File: config.mk
export PLATFORM = sky130hd
export DESIGN_NAME = pipe5_ctrl
export DESIGN_NICKNAME = d
export VERILOG_FILES = /design/src/rtl/pipe5_pkg.sv /design/src/rtl/pipe5_hazard.sv /design/src/rtl/pipe5_stage.sv /design/src/rtl/pipe5_fetch_addr.sv /design/src/rtl/pipe5_ctrl.sv
export SDC_FILE = /design/constraint.sdc
export NUM_CORES = 1
export LEC_CHECK = 0
export ABC_AREA = 1
export BUFFER_PORTS_ARGS = -buffer_cell sky130_fd_sc_hd__buf_2
export CORE_MARGIN = 2
export CORE_UTILIZATION = 45
export CTS_BUF_LIST = sky130_fd_sc_hd__clkbuf_4 sky130_fd_sc_hd__clkbuf_8
export CTS_CLUSTER_DIAMETER = 50
export DETAILED_ROUTE_END_ITERATION = 6
export HOLD_SLACK_MARGIN = 0.03
export PLACE_DENSITY_LB_ADDON = 0.1
export SLEW_MARGIN = 0
export SYNTH_ARGS = -nofsm -noshare
export SYNTH_HDL_FRONTEND = slang
export SYNTH_SLANG_ARGS = --single-unit
File: constraint.sdc
create_clock -name clk -period 2.49 [get_ports clk]
set_input_delay 0.6225 -clock clk [delete_from_list [all_inputs] [get_ports clk]]
set_output_delay 0.6225 -clock clk [all_outputs]
set_load 0.01 [all_outputs]
File: src/rtl/pipe5_pkg.sv
package pipe5_pkg;
  localparam int NSTG   = 5;
  localparam int ST_IF  = 0;
  localparam int ST_ID  = 1;
  localparam int ST_OF  = 2;
  localparam int ST_EX  = 3;
  localparam int ST_WB  = 4;
  localparam int NKILL  = ST_OF + 1;
endpackage

File: src/rtl/pipe5_hazard.sv
module pipe5_hazard
  import pipe5_pkg::*;
(
  input  logic [NSTG-1:0]  vld_i,
  input  logic             of_busy_i,
  input  logic             br_resolve_i,
  input  logic             br_taken_i,
  input  logic             in_valid_i,
  output logic             redirect_o,
  output logic             stall_o,
  output logic             in_ready_o,
  output logic             accept_o,
  output logic [NSTG-1:0]  adv_o,
  output logic [NKILL-1:0] kill_o
);
  // a redirect needs a real branch in execute; a stall needs a real token in operand fetch
  always_comb begin
    redirect_o = br_resolve_i & br_taken_i & vld_i[ST_EX];
    stall_o    = of_busy_i & vld_i[ST_OF] & ~redirect_o;
    in_ready_o = ~stall_o & ~redirect_o;
    accept_o   = in_valid_i & in_ready_o;
  end

  for (genvar i = 0; i < NSTG; i++) begin : g_adv
    if (i <= ST_OF) begin : g_up
      assign adv_o[i] = ~stall_o;
    end else begin : g_down
      assign adv_o[i] = 1'b1;
    end
  end

  for (genvar k = 0; k < NKILL; k++) begin : g_kill
    assign kill_o[k] = redirect_o & vld_i[k];
  end
endmodule

File: src/rtl/pipe5_stage.sv
module pipe5_stage #(
  parameter int TAG_W = 8
) (
  input  logic             clk,
  input  logic             rst_n,
  input  logic             load_i,
  input  logic             clear_i,
  input  logic             up_vld_i,
  input  logic [TAG_W-1:0] up_tag_i,
  output logic             vld_o,
  output logic [TAG_W-1:0] tag_o
);
  always_ff @(posedge clk) begin
    if (!rst_n) begin
      vld_o <= 1'b0;
      tag_o <= '0;
    end else if (clear_i) begin
      vld_o <= 1'b0;
    end else if (load_i) begin
      vld_o <= up_vld_i;
      if (up_vld_i) tag_o <= up_tag_i;
    end
  end
endmodule

File: src/rtl/pipe5_fetch_addr.sv
module pipe5_fetch_addr #(
  parameter int ADDR_W     = 32,
  parameter int SLOT_BYTES = 4
) (
  input  logic              clk,
  input  logic              rst_n,
  input  logic [ADDR_W-1:0] reset_vec_i,
  input  logic              accept_i,
  input  logic              redirect_i,
  input  logic [ADDR_W-1:0] target_i,
  output logic [ADDR_W-1:0] addr_o
);
  localparam logic [ADDR_W-1:0] STEP = ADDR_W'(SLOT_BYTES);

  always_ff @(posedge clk) begin
    if (!rst_n)          addr_o <= reset_vec_i;
    else if (redirect_i) addr_o <= target_i;
    else if (accept_i)   addr_o <= addr_o + STEP;
  end
endmodule

File: src/rtl/pipe5_ctrl.sv
module pipe5_ctrl
  import pipe5_pkg::*;
#(
  parameter int TAG_W      = 8,
  parameter int ADDR_W     = 32,
  parameter int SLOT_BYTES = 4
) (
  input  logic              clk,
  input  logic              rst_n,
  input  logic [ADDR_W-1:0] reset_vec_i,
  input  logic              in_valid_i,
  input  logic [TAG_W-1:0]  in_tag_i,
  output logic              in_ready_o,
  input  logic              of_busy_i,
  input  logic              br_resolve_i,
  input  logic              br_taken_i,
  input  logic [ADDR_W-1:0] br_target_i,
  output logic [ADDR_W-1:0] fetch_addr_o,
  output logic [NSTG-1:0]   stage_adv_o,
  output logic [NKILL-1:0]  kill_o,
  output logic [NSTG-1:0]   stage_vld_o,
  output logic              retire_o,
  output logic [TAG_W-1:0]  retire_tag_o
);
  logic             redirect, stall, accept;
  logic [NSTG-1:0]  vld;
  logic [TAG_W-1:0] tag [NSTG];
  logic [NSTG-1:0]  up_vld;
  logic [TAG_W-1:0] up_tag [NSTG];

  pipe5_hazard u_haz (
    .vld_i        (vld),
    .of_busy_i    (of_busy_i),
    .br_resolve_i (br_resolve_i),
    .br_taken_i   (br_taken_i),
    .in_valid_i   (in_valid_i),
    .redirect_o   (redirect),
    .stall_o      (stall),
    .in_ready_o   (in_ready_o),
    .accept_o     (accept),
    .adv_o        (stage_adv_o),
    .kill_o       (kill_o)
  );

  for (genvar i = 0; i < NSTG; i++) begin : g_stg
    if (i == ST_IF) begin : g_src
      assign up_vld[i] = accept;
      assign up_tag[i] = in_tag_i;
    end else if (i == ST_EX) begin : g_bub
      // execute takes a bubble while operand fetch is frozen or killed
      assign up_vld[i] = vld[i-1] & ~stall & ~redirect;
      assign up_tag[i] = tag[i-1];
    end else begin : g_mid
      assign up_vld[i] = vld[i-1];
      assign up_tag[i] = tag[i-1];
    end

    pipe5_stage #(.TAG_W(TAG_W)) u_stage (
      .clk      (clk),
      .rst_n    (rst_n),
      .load_i   (stage_adv_o[i]),
      .clear_i  ((i <= ST_OF) ? redirect : 1'b0),
      .up_vld_i (up_vld[i]),
      .up_tag_i (up_tag[i]),
      .vld_o    (vld[i]),
      .tag_o    (tag[i])
    );
  end

  pipe5_fetch_addr #(.ADDR_W(ADDR_W), .SLOT_BYTES(SLOT_BYTES)) u_fa (
    .clk         (clk),
    .rst_n       (rst_n),
    .reset_vec_i (reset_vec_i),
    .accept_i    (accept),
    .redirect_i  (redirect),
    .target_i    (br_target_i),
    .addr_o      (fetch_addr_o)
  );

  assign stage_vld_o  = vld;
  assign retire_o     = vld[ST_WB];
  assign retire_tag_o = tag[ST_WB];
endmodule

==> summary.txt, run 1 <==
Status: completed
WP buf/inv: 2
Die Wd: 101 um
Max stage delay cell, worst path: dfxtp_1
Commonest cells after routing, fill and taps aside: nand2_1 (204), buf_2 (130), nand3_1 (64)
Final WS setup: 0.194 ns
Endpoints failing hold: 0
WS Path Type: flip-flop to output port
Initial antenna violation count: 0
Pwr Total: 3.03 mW
IO Count: 133
Combinational share of power: 0.171
H-tree depth: 3
Total CTS buffers: 9
GPL Wtd Cong: 0.843
Ant diodes: 0
Initial Util: 0.461
Synth Warn #: 0
Pint: 2.10 mW
First-pass GRT wire length: 17800 um
CTS Sinks: 77
Syn_area_per_cell: 7.06 um^2
Most common cell after layout, fill and taps aside: nand2_1
CP required: 1.87 ns
Design Area, Final: 5100 um^2
Netlist cell types: 28
Clock transition at the registers of the reported paths: 0.09 ns
Critical path, cell by cell: nand3_2 -> nand2_1 -> inv_2 -> buf_2
Total Wirelength: 11200 um
Synthesized area: 4220 um^2
Fin. max-slew vios: 0
Final min period: 2.30 ns
Cells after Synth: 598
Switch Pwr: 933 uW
P&R area growth vs syn: 20.9%
Slew at the pin with the worst max-slew slack: 0.609 ns
Crit share post-route: 0.922
Die area: 10200 um^2
CP max stage delay: 0.59 ns
Critical path data arrival time: 1.67 ns
RSZ-0062 raised after global routing: no
Endpoints failing setup: 0
Largest net degree at the start of global routing: 36
Vias in the first global route: 3895
Via count: 4193
Slew HR: 0.594
Total Routing Usage GR: 0.223
Post-CTS Setup Bufs: 0
Clk Latency, worst-skew pair: 0.35 ns
Max Root-Sink Buffers: 2
Post-CTS sizing: 0
Die height: 101 um
Total Nets Final: 792
Sequential fraction of the synthesis area: 0.441
Total grt overflow: 0
Pwr dens: 595 nW/um^2
Sequential cell fraction of total power: 0.498
Clock share of power: 0.332
Crit. End Element: output port
Final design utilization: 0.557
Fin cells: 829
Final hold slack: 0.466 ns
Post-Route Setup TNS: 0 ns
Max-cap viol count: 0
Max FO, Critical Path: 14
CTS tree: yes
CTS root buffer: clkbuf_8
Delay-heaviest family, CP: flip-flops
HP Class: flip-flop to flip-flop
Ratio of cells with drive above 1 in the final layout: 0.247
Rows: 35
DRC errors left: 0
Core Footprint: 9150 um^2
Post-place instance area: 4900 um^2
Switching share of power: 0.307
Number of I/O port buffers: 130
Max rail drop VDD: 265 uV
Synth Register Bits: 77
Starting DRT DRC Count: 205
# hold bufs at CTS: 0
First-pass DRT Iterations: 5
Detail Route Antenna Nets: 0
Pre-CTS WS: 0.485 ns
FILL cells: 961
Fmax achieved: 436 MHz
WL/cell: 13.6 um
Leakage power: 2.46 nW
Clk_skew: 0.00724 ns
Hpwl dp: 8260 um
Crit path launch type: flip-flop
Placed cell count: 813
Via density: 5.06
state kept, by name (all words and copies together), names as in the netlist:
| name | cells |
|---|---|
| g_stg.u_stage.tag_o | 40 |
| g_stg.u_stage.vld_o | 5 |
| u_fa.addr_o | 32 |
cell families after synthesis:
logic type                 synth area share
xor gates and xnor gates            0.00415
and+or+nand+nor                       0.358
buffers and inverters                0.0830
DFF                                   0.441
other                              0.000889
adders and majority gates           0.00297
AOI/OAI and AO/OA                     0.110
cell type report:
class / instances / area (um^2) / area share
repair buffers: 139 / 731 / 0.143
flip-flops and latches: 77 / 1860 / 0.365
inverters: 41 / 154 / 0.0302
clock buffers: 9 / 124 / 0.0243
well taps: 111 / 139 / 0.0272
multi-input cells: 445 / 2010 / 0.394
clock inverters: 7 / 80.1 / 0.0157
final timing paths:
kind | start | to | slack [ns] | cells past startpoint
hold reg to reg | g_stg[3].u_stage.tag_o[7] | g_stg[3].u_stage.tag_o[7] | 0.47 | 2
setup / recovery | g_stg[3].u_stage.vld_o | in_ready_o | 0.19 | 4
setup reg to reg | g_stg[3].u_stage.vld_o | g_stg[1].u_stage.tag_o[3] | 0.57 | 7
hold / removal | g_stg[3].u_stage.tag_o[7] | g_stg[3].u_stage.tag_o[7] | 0.47 | 2
per-layer routing:
| layer | track usage | part of all wire | wire length (um) |
|---|---|---|---|
| met2 | 0.410 | 0.53 | 5900 |
| met3 | 0.0326 | 0.038 | 426 |
| met1 | 0.261 | 0.42 | 4670 |
| met5 | 0 | 0 | 0 |
| met4 | 0.0875 | 0.021 | 239 |
Yosys cell counts:
cell	number	share of area
nand2_1	204	0.18
o211ai_1	2	0.0036
o21ai_0	19	0.023
buf_1	1	0.00089
conb_1	1	0.00089
inv_2	3	0.0027
a211oi_1	1	0.0018
dfxtp_1	45	0.21
o21bai_1	2	0.0036
and2_1	1	0.0015
nor2_1	61	0.054
nand3b_1	1	0.0018
nor2_2	4	0.0059
edfxtp_1	32	0.23
buf_2	7	0.0083
nand2_4	3	0.0080
clkbuf_1	14	0.012
nand3_1	64	0.076
nor2_4	6	0.016
nand2_2	4	0.0059
o21ai_1	9	0.011
a21oi_1	57	0.068
ha_1	1	0.0030
nor2_8	1	0.0047
buf_4	14	0.025
nand3_2	1	0.0024
inv_1	38	0.034
xnor2_1	2	0.0042
power by group through the flow:
stage	clock network, mW	registers, mW	logic, mW
5_1_grt	1.08	1.52	0.588
3_3_place_gp	0	1.54	0.513
3_5_place_dp	0	1.54	0.520
6_report	1.01	1.51	0.518
2_1_floorplan	0	1.54	0.302
4_1_cts	1.03	1.51	0.523
worst reg2reg max path, cell delays in order (launching register included):
cell and delay, ns:
dfxtp_1 0.59, nand3_2 0.32, nand2_1 0.16, inv_2 0.10, buf_4 0.23, nand2_1 0.23, nand2_1 0.09, a21oi_1 0.13
Note: power is estimated with default switching activity, not from simulation.
==> run 2, diff against run 1 <==
--- a/config.mk
+++ b/config.mk
@@ -7,12 +7,15 @@
 export LEC_CHECK = 0
 export ABC_AREA = 1
 export BUFFER_PORTS_ARGS = -buffer_cell sky130_fd_sc_hd__buf_2
+export CELL_PAD_IN_SITES_DETAIL_PLACEMENT = 1
+export CELL_PAD_IN_SITES_GLOBAL_PLACEMENT = 1
 export CORE_MARGIN = 2
-export CORE_UTILIZATION = 45
+export CORE_UTILIZATION = 33
 export CTS_BUF_LIST = sky130_fd_sc_hd__clkbuf_4 sky130_fd_sc_hd__clkbuf_8
 export CTS_CLUSTER_DIAMETER = 50
 export DETAILED_ROUTE_END_ITERATION = 6
 export HOLD_SLACK_MARGIN = 0.03
+export MAX_ROUTING_LAYER = met4
 export PLACE_DENSITY_LB_ADDON = 0.1
 export SLEW_MARGIN = 0
 export SYNTH_ARGS = -nofsm -noshare
==> summary.txt, run 2 (synthesis results as in run 1) <==
Total grt overflow: 0
Initial Util: 0.336
Total CTS buffers: 9
Switch Pwr: 995 uW
Rows: 41
Commonest cells after routing, fill and taps aside: nand2_1 (204), buf_2 (130), nand3_1 (64)
Leakage power: 2.49 nW
Die height: 117 um
Max FO, Critical Path: 14
Endpoints failing hold: 0
R2r setup slk: 0.58 ns
WL/cell: 14.5 um
IO Count: 133
Final WS setup: 0.388 ns
Total Nets Final: 795
Largest reg by FF count: g_stg.u_stage.tag_o
Pre-CTS WS: 0.271 ns
Status: completed
Starting DRT DRC Count: 134
Initial antenna violation count: 0
Crit share post-route: 0.844
Number of I/O port buffers: 130
P&R area growth vs syn: 23.4%
WS Path Type: flip-flop to output port
Final min period: 2.10 ns
H-tree depth: 3
Final hold slack: 0.465 ns
Combinational share of power: 0.177
Pwr dens: 580 nW/um^2
First-pass DRT Iterations: 4
DRC errors left: 0
Switching share of power: 0.330
Die Wd: 117 um
First-pass GRT wire length: 20800 um
Pint: 2.03 mW
Final design utilization: 0.414
Max Root-Sink Buffers: 2
Post-CTS Setup Bufs: 0
Post-Route Setup TNS: 0 ns
FILL cells: 1660
Clk Latency, worst-skew pair: 0.37 ns
HP Class: flip-flop to flip-flop
Crit. End Element: output port
Post-CTS sizing: 0
CTS tree: yes
Sequential cell fraction of total power: 0.500
Critical path data arrival time: 1.48 ns
Largest net degree at the start of global routing: 41
Max reg flops: 40
Via count: 4286
GPL Wtd Cong: 0.802
Die area: 13700 um^2
Core Footprint: 12600 um^2
Total Routing Usage GR: 0.202
Fmax achieved: 476 MHz
Detail Route Antenna Nets: 0
Most common cell after layout, fill and taps aside: nand2_1
Vias in the first global route: 4414
Ratio of cells with drive above 1 in the final layout: 0.250
Largest registers: g_stg.u_stage.tag_o (40), u_fa.addr_o (32), g_stg.u_stage.vld_o (5)
Endpoints failing setup: 0
CP required: 1.87 ns
Via density: 4.79
Total Wirelength: 13000 um
Fin. max-slew vios: 0
RSZ-0062 raised after global routing: no
Fin cells: 894
Placed cell count: 877
Clock share of power: 0.322
Hpwl dp: 10000 um
# hold bufs at CTS: 0
Clock transition at the registers of the reported paths: 0.09 ns
Clk_skew: 0.0103 ns
CTS Sinks: 77
Max rail drop VDD: 394 uV
Max-cap viol count: 0
CTS root buffer: clkbuf_8
Crit path launch type: flip-flop
[run 2: routing by layer]
metal | wire length, um | track usage | up-vias
met5 | 0 | - | -
met4 | 146 | 0.0510 | 0
met3 | 400 | 0.0350 | 12
met2 | 7180 | 0.383 | 72
met1 | 5250 | 0.218 | 2043
li1 | - | - | 2159
[run 2: final timing paths]
check / startpoint / cells after the start / end
max reg2reg: g_stg[3].u_stage.vld_o / 8 / u_fa.addr_o[5]
min reg2reg: g_stg[3].u_stage.tag_o[0] / 2 / g_stg[3].u_stage.tag_o[0]
min: g_stg[3].u_stage.tag_o[0] / 2 / g_stg[3].u_stage.tag_o[0]
max: g_stg[3].u_stage.vld_o / 5 / in_ready_o
[run 2: power by group through the flow]
| stage | sequential (mW) | combinational (mW) | clock [mW] |
|---|---|---|---|
| floorplan | 1.54 | 0.302 | 0 |
| detailed placement | 1.54 | 0.545 | 0 |
| global route | 1.53 | 0.612 | 1.06 |
| finish | 1.51 | 0.536 | 0.974 |
| CTS | 1.51 | 0.547 | 1.00 |
| global placement | 1.54 | 0.532 | 0 |
[run 2: area by class of cell]
type	count	area (um^2)	share of cell area
Antenna cell	1	2.50	0.000481
Clock buffer	9	124	0.0238
Clock inverter	7	73.8	0.0142
Inverter	41	154	0.0296
Multi-Input combinational cell	445	2010	0.386
Sequential cell	77	1860	0.358
Tap cell	172	215	0.0413
Timing Repair Buffer	142	766	0.147
[run 2: metrics by stage]
stage,power [mW],area (um^2)
floorplan,1.85,4220
global placement,2.07,5010
detailed placement,2.09,5010
CTS,3.06,5200
global route,3.20,5200
finish,3.02,5210
[run 2: worst max-delay path, cell delays in order (launching register included)]
cell	delay [ns]
dfxtp_1	0.32
buf_4	0.17
nand3_2	0.22
nand2_1	0.14
inv_2	0.10
buf_2	0.16
